### config.mk
export PLATFORM = sky130hd
export DESIGN_NAME = burst_seq_gen
export DESIGN_NICKNAME = d
export VERILOG_FILES = /design/src/rtl/burst_seq_pkg.sv /design/src/rtl/burst_cfg_decode.sv /design/src/rtl/burst_addr_calc.sv /design/src/rtl/burst_ctrl.sv /design/src/rtl/burst_seq_gen.sv
export SDC_FILE = /design/constraint.sdc
export NUM_CORES = 1
export LEC_CHECK = 0
export ABC_AREA = 1
export BUFFER_PORTS_ARGS = -buffer_cell sky130_fd_sc_hd__buf_4
export CAP_MARGIN = 0
export CORE_ASPECT_RATIO = 1.5
export CORE_MARGIN = 2
export CORE_UTILIZATION = 35
export DETAILED_ROUTE_END_ITERATION = 8
export GPL_TIMING_DRIVEN = 0
export REMOVE_ABC_BUFFERS = 1
export SKIP_LAST_GASP = 1
export SLEW_MARGIN = 40
export SYNTH_ARGS = -nofsm -noshare
export SYNTH_HDL_FRONTEND = slang
export SYNTH_HIERARCHICAL = 1
export SYNTH_SLANG_ARGS = --single-unit
### constraint.sdc
create_clock -name clk -period 2.9 [get_ports clk]
set_clock_uncertainty 0.2 [all_clocks]
set_input_delay 0.29 -clock clk [delete_from_list [all_inputs] [get_ports clk]]
set_output_delay 0.29 -clock clk [all_outputs]
set_load 0.02 [all_outputs]
### src/rtl/burst_seq_pkg.sv
package burst_seq_pkg;
  // Address ordering resolved from the raw configuration
  typedef enum logic [1:0] {
    ORD_WRAP_LIN = 2'd0,  // sequential, confined to aligned block
    ORD_WRAP_XOR = 2'd1,  // interleaved, confined to aligned block
    ORD_INC      = 2'd2   // sequential, unconfined (also unbounded)
  } order_e;

  typedef struct packed {
    order_e order;
    logic   cont;   // unbounded length
    logic   len8;   // fixed length of eight (else four)
    logic   early;  // boundary marker one beat early
  } burst_mode_t;
endpackage

### src/rtl/burst_cfg_decode.sv
module burst_cfg_decode
  import burst_seq_pkg::*;
(
  input  logic [1:0]  len_sel_i,
  input  logic        interleave_i,
  input  logic        nowrap_i,
  input  logic        wait_early_i,
  output burst_mode_t mode_o,
  output logic        bad_o
);
  logic unconfined;

  always_comb begin
    unconfined     = len_sel_i[1] | nowrap_i;
    mode_o.cont    = len_sel_i[1];
    mode_o.len8    = ~len_sel_i[1] & len_sel_i[0];
    mode_o.early   = wait_early_i;
    if (unconfined)        mode_o.order = ORD_INC;
    else if (interleave_i) mode_o.order = ORD_WRAP_XOR;
    else                   mode_o.order = ORD_WRAP_LIN;
    bad_o = interleave_i & unconfined;
  end
endmodule

### src/rtl/burst_addr_calc.sv
module burst_addr_calc
  import burst_seq_pkg::*;
#(
  parameter int ADDR_W = 21,
  parameter int ROW_W  = 3   // log2 of the boundary row size
) (
  input  logic [ADDR_W-1:0] base_i,
  input  logic [ADDR_W-1:0] beat_i,
  input  burst_mode_t       mode_i,
  output logic [ADDR_W-1:0] addr_o,
  output logic              wait_req_o
);
  localparam int LOW_W = 3;  // widest fixed burst is 2**LOW_W words

  logic [ADDR_W-1:0] sum;
  logic [LOW_W-1:0]  span;
  logic [LOW_W-1:0]  last_beat;
  logic [LOW_W-1:0]  wrap_lo;
  logic [ROW_W-1:0]  next_lo;
  logic              fixed_inc;
  logic              cross_here;
  logic              cross_next;

  always_comb begin
    sum       = base_i + beat_i;
    span      = mode_i.len8 ? 3'b111 : 3'b011;
    last_beat = span;
    wrap_lo   = (base_i[LOW_W-1:0] & ~span) | (sum[LOW_W-1:0] & span);
    unique case (mode_i.order)
      ORD_WRAP_XOR: addr_o = {base_i[ADDR_W-1:LOW_W], base_i[LOW_W-1:0] ^ beat_i[LOW_W-1:0]};
      ORD_WRAP_LIN: addr_o = {base_i[ADDR_W-1:LOW_W], wrap_lo};
      default:      addr_o = sum;
    endcase
  end

  always_comb begin
    fixed_inc  = (mode_i.order == ORD_INC) && !mode_i.cont;
    next_lo    = sum[ROW_W-1:0] + 1'b1;
    cross_here = fixed_inc && (beat_i != '0) && (sum[ROW_W-1:0] == '0);
    cross_next = fixed_inc && (beat_i[LOW_W-1:0] != last_beat) && (next_lo == '0);
    wait_req_o = mode_i.early ? cross_next : cross_here;
  end
endmodule

### src/rtl/burst_ctrl.sv
module burst_ctrl
  import burst_seq_pkg::*;
#(
  parameter int ADDR_W = 21
) (
  input  logic              clk,
  input  logic              rst,
  input  logic              start_i,
  input  logic              advance_i,
  input  logic              stop_i,
  input  logic [ADDR_W-1:0] start_addr_i,
  input  burst_mode_t       mode_i,
  output logic              active_n_o,
  output logic [ADDR_W-1:0] beat_n_o,
  output logic [ADDR_W-1:0] base_n_o,
  output burst_mode_t       mode_n_o,
  output logic              active_q_o,
  output burst_mode_t       mode_q_o
);
  logic              active_q;
  logic [ADDR_W-1:0] beat_q;
  logic [ADDR_W-1:0] base_q;
  burst_mode_t       mode_q;
  logic [ADDR_W-1:0] last_q;

  assign last_q = ADDR_W'({mode_q.len8, 2'b11});

  always_comb begin
    active_n_o = active_q;
    beat_n_o   = beat_q;
    base_n_o   = base_q;
    mode_n_o   = mode_q;
    if (start_i) begin
      active_n_o = 1'b1;
      beat_n_o   = '0;
      base_n_o   = start_addr_i;
      mode_n_o   = mode_i;
    end else if (active_q) begin
      if (stop_i) begin
        active_n_o = 1'b0;
      end else if (advance_i) begin
        if (!mode_q.cont && beat_q == last_q) active_n_o = 1'b0;
        else                                  beat_n_o   = beat_q + 1'b1;
      end
    end
  end

  always_ff @(posedge clk) begin
    if (rst) begin
      active_q <= 1'b0;
      beat_q   <= '0;
      base_q   <= '0;
      mode_q   <= '{order: ORD_WRAP_LIN, cont: 1'b0, len8: 1'b0, early: 1'b0};
    end else begin
      active_q <= active_n_o;
      beat_q   <= beat_n_o;
      base_q   <= base_n_o;
      mode_q   <= mode_n_o;
    end
  end

  assign active_q_o = active_q;
  assign mode_q_o   = mode_q;

  // a fixed burst never counts past its final beat
  assert_beat_bound_R7: assert property (@(posedge clk) disable iff (rst)
    (active_q && !mode_q.cont) |-> (beat_q <= last_q));
endmodule

### src/rtl/burst_seq_gen.sv
module burst_seq_gen
  import burst_seq_pkg::*;
#(
  parameter int ADDR_W = 21
) (
  input  logic              clk,
  input  logic              rst,
  input  logic              start_i,
  input  logic              advance_i,
  input  logic              stop_i,
  input  logic [ADDR_W-1:0] start_addr_i,
  input  logic [1:0]        len_sel_i,
  input  logic              interleave_i,
  input  logic              nowrap_i,
  input  logic              wait_early_i,
  output logic              addr_valid_o,
  output logic [ADDR_W-1:0] addr_o,
  output logic              wait_n_o,
  output logic              cfg_err_o
);
  burst_mode_t       dec_mode;
  logic              dec_bad;
  logic              active_n;
  logic [ADDR_W-1:0] beat_n;
  logic [ADDR_W-1:0] base_n;
  burst_mode_t       mode_n;
  logic              active_q;
  burst_mode_t       mode_q;
  logic [ADDR_W-1:0] calc_addr;
  logic              calc_wait;

  burst_cfg_decode u_dec (
    .len_sel_i   (len_sel_i),
    .interleave_i(interleave_i),
    .nowrap_i    (nowrap_i),
    .wait_early_i(wait_early_i),
    .mode_o      (dec_mode),
    .bad_o       (dec_bad)
  );

  burst_ctrl #(.ADDR_W(ADDR_W)) u_ctrl (
    .clk         (clk),
    .rst         (rst),
    .start_i     (start_i),
    .advance_i   (advance_i),
    .stop_i      (stop_i),
    .start_addr_i(start_addr_i),
    .mode_i      (dec_mode),
    .active_n_o  (active_n),
    .beat_n_o    (beat_n),
    .base_n_o    (base_n),
    .mode_n_o    (mode_n),
    .active_q_o  (active_q),
    .mode_q_o    (mode_q)
  );

  burst_addr_calc #(.ADDR_W(ADDR_W)) u_calc (
    .base_i    (base_n),
    .beat_i    (beat_n),
    .mode_i    (mode_n),
    .addr_o    (calc_addr),
    .wait_req_o(calc_wait)
  );

  // Registered outputs, computed from next-state values
  always_ff @(posedge clk) begin
    if (rst) begin
      addr_valid_o <= 1'b0;
      addr_o       <= '0;
      wait_n_o     <= 1'b1;
      cfg_err_o    <= 1'b0;
    end else begin
      addr_valid_o <= active_n;
      addr_o       <= active_n ? calc_addr : '0;
      wait_n_o     <= !(active_n && calc_wait);
      cfg_err_o    <= start_i && dec_bad;
    end
  end

  // first beat presents the start address
  assert_start_first_R1: assert property (@(posedge clk) disable iff (rst)
    start_i |=> (addr_valid_o && addr_o == $past(start_addr_i)));

  // outputs hold while no control input is sampled
  assert_hold_R2: assert property (@(posedge clk) disable iff (rst)
    (addr_valid_o && !advance_i && !stop_i && !start_i)
      |=> (addr_valid_o && $stable(addr_o) && $stable(wait_n_o)));

  // unbounded bursts step by one with rollover
  assert_cont_step_R6: assert property (@(posedge clk) disable iff (rst)
    (addr_valid_o && active_q && mode_q.cont && advance_i && !stop_i && !start_i)
      |=> (addr_valid_o && addr_o == $past(addr_o) + 1'b1));

  // a stop without start ends the burst
  assert_stop_end_R8: assert property (@(posedge clk) disable iff (rst)
    (addr_valid_o && stop_i && !start_i) |=> !addr_valid_o);

  // wait marker is inactive outside a burst
  assert_idle_wait_R11: assert property (@(posedge clk) disable iff (rst)
    !addr_valid_o |-> wait_n_o);

  // a flagged configuration never runs interleaved
  assert_fallback_R12: assert property (@(posedge clk) disable iff (rst)
    cfg_err_o |-> (mode_q.order != ORD_WRAP_XOR));
endmodule

==> Yosys cells after proc, flatten, opt, wreduce, memory -nomap -nowiden <==
Index checks and enable logic that the tools add are counted.
{ "word_totals": {"reg_bits": 71, "in_bits": 31, "output_inout_bits": 24, "wordCells": 60} }
{ "classes": {"addsub": 3, "eq_ne": 4, "n_mux": 17, "n_bitwise": 10, "n_reduce_logical": 16} }
{ "ops": {"columns": ["operator", "n"], "rows": [
  ["$mux 21", 6],
  ["$pmux 21 s2", 1],
  ["$add 21x1->21 const B", 1],
  ["$add 21x21->21", 1],
  ["$eq 21x3->1", 1],
  ["$reduce_bool 21->1", 1],
  ["$logic_and 1x1->1", 8],
  ["$mux 1", 7],
  ["$and 3x3->3", 2],
  ["$logic_not 3->1", 2],
  ["$mux 5", 1],
  ["$add 3x1->3 const B", 1],
  ["$logic_not 1->1", 3],
  ["$mux 3", 1],
  ["$ne 3x3->1", 1],
  ["$not 3->3", 1],
  ["$or 3x3->3", 1],
  ["$xor 3x3->3", 1],
  ["$and 1x1->1", 2],
  ["$eq 2x1->1 const B", 1],
  ["$eq 2x2->1 const B", 1],
  ["$logic_not 2->1", 1],
  ["$mux 2", 1],
  ["$not 1->1", 2],
  ["other kinds (2)", 2]
]} }

==> Depth between registers and ports, before layout <==
{ "logic_depth": {"ltp_word": 14, "mapped_depth": 26} }

==> Hierarchy <==
The synthesis kept the hierarchy.
{ "by_module_without_submodules": {"columns": ["module", "n_inst", "cells_each", "area_per_inst_um2", "seq_area_each_um2"], "rows": [
  ["burst_ctrl", 1, 383, 2463.6, 960.9],
  ["burst_addr_calc", 1, 336, 1701.6, 0.0],
  ["burst_seq_gen", 1, 75, 754.5, 480.5],
  ["burst_cfg_decode", 1, 12, 61.3, 0.0]
]} }

==> Worst setup path before layout <==
OpenSTA, ideal clock, no wires.
{ "synth_timing": {"kind": "register to register", "from": "reg u_ctrl.beat_q[0]", "to": "reg addr_o[16]", "setup_time_ns": 0.112, "arrival_ns": 2.712, "slack_ns": -0.123, "path_stages_with_launch": 25, "synth_period_minus_slack_ns": 3.023, "path_cell_list": "dfxtp_1 ha_1 inv_1 nor2_1 nand2_1 nor2_1 nand3_2 nand2_2 o21ai_1 nor2_1 ha_1 inv_1 fa_1 inv_1 nand3_1 nand3_1 nand2_1 nand2_2 nand2_1 nand2_1 nand2_1 nand3_1 nand2_1 inv_1 nor2_4"} }
{ "synth_via": {"elab_chain_cells": 9} }
{ "synth_lines": {"columns": ["item", "line_no", "text"], "rows": [
  ["start: declaration", "burst_ctrl.sv:21", "logic [ADDR_W-1:0] beat_q;"],
  ["start signal: assignment", "burst_ctrl.sv:56", "beat_q <= beat_n_o;"],
  ["parallel branches: the longest is 5 deep, another holds $add 21x1->21", null, null],
  ["$mux 21 *", "burst_ctrl.sv:38", "end else if (active_q) begin"],
  ["$mux 21 *", "burst_ctrl.sv:33", "if (start_i) begin"],
  ["via beat_n[0]", "burst_seq_gen.sv:24", "logic [ADDR_W-1:0] beat_n;"],
  ["$add 21x21->21 *", "burst_addr_calc.sv:25", "sum = base_i + beat_i;"],
  ["$pmux 21 s2 *", "burst_addr_calc.sv:29", "unique case (mode_i.order)"],
  ["via calc_addr[16]", "burst_seq_gen.sv:29", "logic [ADDR_W-1:0] calc_addr;"],
  ["end signal: assignment", "burst_seq_gen.sv:74", "addr_o <= active_n ? calc_addr : '0;"],
  ["end: declaration", "burst_seq_gen.sv:17", "output logic [ADDR_W-1:0] addr_o,"]
]} }
Mark *: on every way through the listed nets, which the timed path passes.
A chain may end at the register's enable or synchronous reset.

==> Worst setup path in the final report <==
{ "layout_timing": {"from": "reg u_ctrl.beat_q[0]", "to": "reg addr_o[15]"} }
{ "layout_via": {"elab_chain_cells": 9} }
{ "layout_lines": {"columns": ["item", "line_no", "text"], "rows": [
  ["parallel branches: the longest is 2 deep, another holds $add 21x1->21", null, null],
  ["$mux 21 *", "burst_ctrl.sv:42", "if (!mode_q.cont && beat_q == last_q) active_n_o = 1'b0;"],
  ["$mux 21 *", "burst_ctrl.sv:41", "end else if (advance_i) begin"],
  ["$mux 21 *", "burst_ctrl.sv:39", "if (stop_i) begin"],
  ["$mux 21 *", "burst_ctrl.sv:38", null],
  ["$mux 21 *", "burst_ctrl.sv:33", null],
  ["via beat_n[12]", "burst_seq_gen.sv:24", null],
  ["$add 21x21->21 *", "burst_addr_calc.sv:25", null],
  ["$pmux 21 s2 *", "burst_addr_calc.sv:29", null],
  ["via calc_addr[15]", "burst_seq_gen.sv:29", null]
]} }
Marked as above.

==> results.cfg <==
[layout]
layout-drive-gt1-share = 0.368
layout.cells.non_filler = 1107
final_util = 0.508
nets = 963
diodes = 0
area_growth_pct = 42.8
fillers = 1384
final_cell_area_um2 = 7110

[clocking]
cts_root_buf = clkbuf_16
tritoncts = built
ctsHoldBuffers = 0
path_clk_slew_ps = 60
cts_buffer_depth = 2
htreeDepth = 3
cts_made_buffers = 9
clock_latency_ps = 340
clkSinkCount = 72

[power_and_ir_drop]
p_leak_nw = 3.49
swShare = 0.272
p_switching_uw = 742
power_frac_comb = 0.168
pwr-share-seq = 0.380
vdd_ir_drop_max_v = 0.000246
internal_power_mw = 1.99
p_clk_frac = 0.453
power_density_nw_per_um2 = 384
p_total_mw = 2.73

[drt]
drt-total-wl_um = 15100
first_iter_violations = 232
vias = 5284
via_per_inst = 4.77
avgRoutedWirePerCell_um = 13.7
drc_errors = 0
ant_nets = 0
dr.pass1.iters = 4

[sta]
slew_headroom = 0.593
slew_viol_final = 0
hold_violations = 0
rsz0062_at_grt = true
min_period_over_period = 1.06
fin_setup_tns_ps = -1330
finalWorstSetupSlack_ps = -177
max_freq_ghz = 0.325
worst_pin_slew_ps = 609
setup_violations = 16
holdWs_ps = 33.3
period_needed_ps = 3080

[logic_synthesis]
avgSynthCellArea_um2 = 6.18
yosys.area.top_type = dfxtp_1
ys_ff_latch = 72
synth.area.top_cells = dfxtp_1 29%, nand2_1 20%, inv_1 8.8%
syn_inst = 806
syn_area_um2 = 4980
post-synth-top-area-fraction = 0.289
ys_seq_area_frac = 0.289
ys_types = 37
yosysWarnings = 6

[global_routing]
antenna_found_initial = 0
grt_pass1_vias = 5033
grt_usage = 0.196
grt_overflow = 0
grt_pass1_wl_um = 23500
grt_max_degree = 52

[outcome]
failed_checks = negative setup slack
status = finished with violations

[placement]
placed_cell_area_um2 = 5510
dp.cells = 1030
port_buffers = 54
dp_hpwl_um = 10100
gp_congestion = 0.924
dp_slack_ps = -858

[setup_path]
cp.required_ps = 2910
path_max_fanout = 6
critPathLaunchType = flip-flop
crit_type = reg2reg
arrival_ps = 3090
end_kind = flip-flop

[floorplanning]
dieWidth_um = 101
die_area_um2 = 15200
initial_core_util = 0.356
pin_count = 55
rows = 53
die_height_um = 150
core_region_area_um2 = 14000

[flow_run]
maxCapViolations = 0

[worst_hold_path]
hold_path.class = in2reg
-- path summary, 6_finish.rpt --
path | start | endpoint | slack (ps) | depth (start not counted)
worst max-delay path | u_ctrl/beat_q[0]$_SDFF_PP0_ | addr_o[15]$_SDFF_PP0_ | -180 | 25
worst min-delay path | start_addr_i[18] | u_ctrl/base_q[18]$_SDFF_PP0_ | 30 | 3
worst max register to register | u_ctrl/beat_q[0]$_SDFF_PP0_ | addr_o[15]$_SDFF_PP0_ | -180 | 25
worst min register to register | u_ctrl/base_q[19]$_SDFF_PP0_ | u_ctrl/base_q[19]$_SDFF_PP0_ | 270 | 2
-- timing repair --
item / CTS / global route
setup endpoints to repair: 21 / 21
buffers inserted: 40 / 22
resized for setup: 100 / 100
pin swaps: 32 / 61
-- cell type report --
type / count / area, um2 / area share
multi-input cells: 589 / 3730 / 0.524
well taps: 192 / 240 / 0.0338
repair buffers: 115 / 890 / 0.125
flip-flops and latches: 72 / 1450 / 0.204
clock buffers: 10 / 239 / 0.0336
clock inverters: 6 / 91.3 / 0.0128
inverters: 123 / 477 / 0.0670
-- cells in the mapped netlist, drive strengths merged --
cell     instances
clkbuf          12
and2             2
nor3            20
or2              1
nor3b            1
o22ai            1
nor4             4
clkinv           1
nand3           43
xor2             3
o21ai           18
o2111ai          1
inv            122
nand2          281
dfxtp           72
nand3b           7
nor2           119
a21oi           42
nand4           10
fa               1
xnor2           10
buf             10
ha              21
o21bai           4
-- placed cells by master, fill, tap and decap left out, types with 17 or more instances in the layout --
master	netlist	routed
nand2_1	268	240
buf_4	4	108
inv_1	117	96
dfxtp_1	72	67
nor2_1	82	53
nor2_2	31	44
a21oi_1	40	36
nand2_2	10	27
nand3_1	36	24
inv_2	5	22
nor2_4	5	21
ha_4	0	17
-- sequential cells by signal (all words and copies together) (netlist names) --
| name | count |
|---|---|
| u_ctrl/base_q | 21 |
| addr_o | 21 |
| u_ctrl/beat_q | 21 |
| u_ctrl/active_q_o | 1 |
| cfg_err_o | 1 |
| wait_n_o | 1 |
| addr_valid_o | 1 |
| u_ctrl/mode_q_o | 5 |
-- kinds of logic after synthesis --
logic type                 Yosys count  share of synthesized area
buffers and inverters              145                      0.117
AOI/OAI and AO/OA                   66                     0.0708
and+or+nand+nor                    488                      0.443
adders and majority gates           22                     0.0568
xor gates and xnor gates            13                     0.0229
DFF                                 72                      0.289
-- worst max-delay path, cell delays in order, from the launching register on --
cell     delay [ps]
dfxtp_2         360
ha_4            160
inv_4            50
nor2_4           70
nand2_2          60
nor2_2          100
nand3_2         110
buf_4           180
nand2_1          60
inv_1            50
nand2_1          50
nand2_1          40
nand3_1         100
inv_2            80
ha_4            300
nand2_2         100
nor2_4          100
inv_1            60
nor3_1          190
nand2_1         140
nand2_1          90
nand2_1          50
nand3_1          60
nand2_1          80
inv_1            60
nor2_1           30
-- per-layer routing --
metal / vias to the layer above / wire [um] / global-route usage / share of wire
li1: 2693 / - / - / -
met1: 2451 / 5810 / 0.208 / 0.38
met4: 0 / 494 / 0.0804 / 0.033
met2: 106 / 8410 / 0.378 / 0.56
met5: - / 0 / 0 / 0
met3: 34 / 420 / 0.0283 / 0.028
-- power groups by stage --
stage | sequential, mW | combinational, mW | clock (mW)
3_3_place_gp | 1.06 | 0.366 | 0
6_report | 1.04 | 0.458 | 1.24
3_5_place_dp | 1.06 | 0.367 | 0
4_1_cts | 1.04 | 0.423 | 1.25
5_1_grt | 1.04 | 0.505 | 1.29
2_1_floorplan | 1.08 | 0.210 | 0
Note: power is estimated with default switching activity, not from simulation.
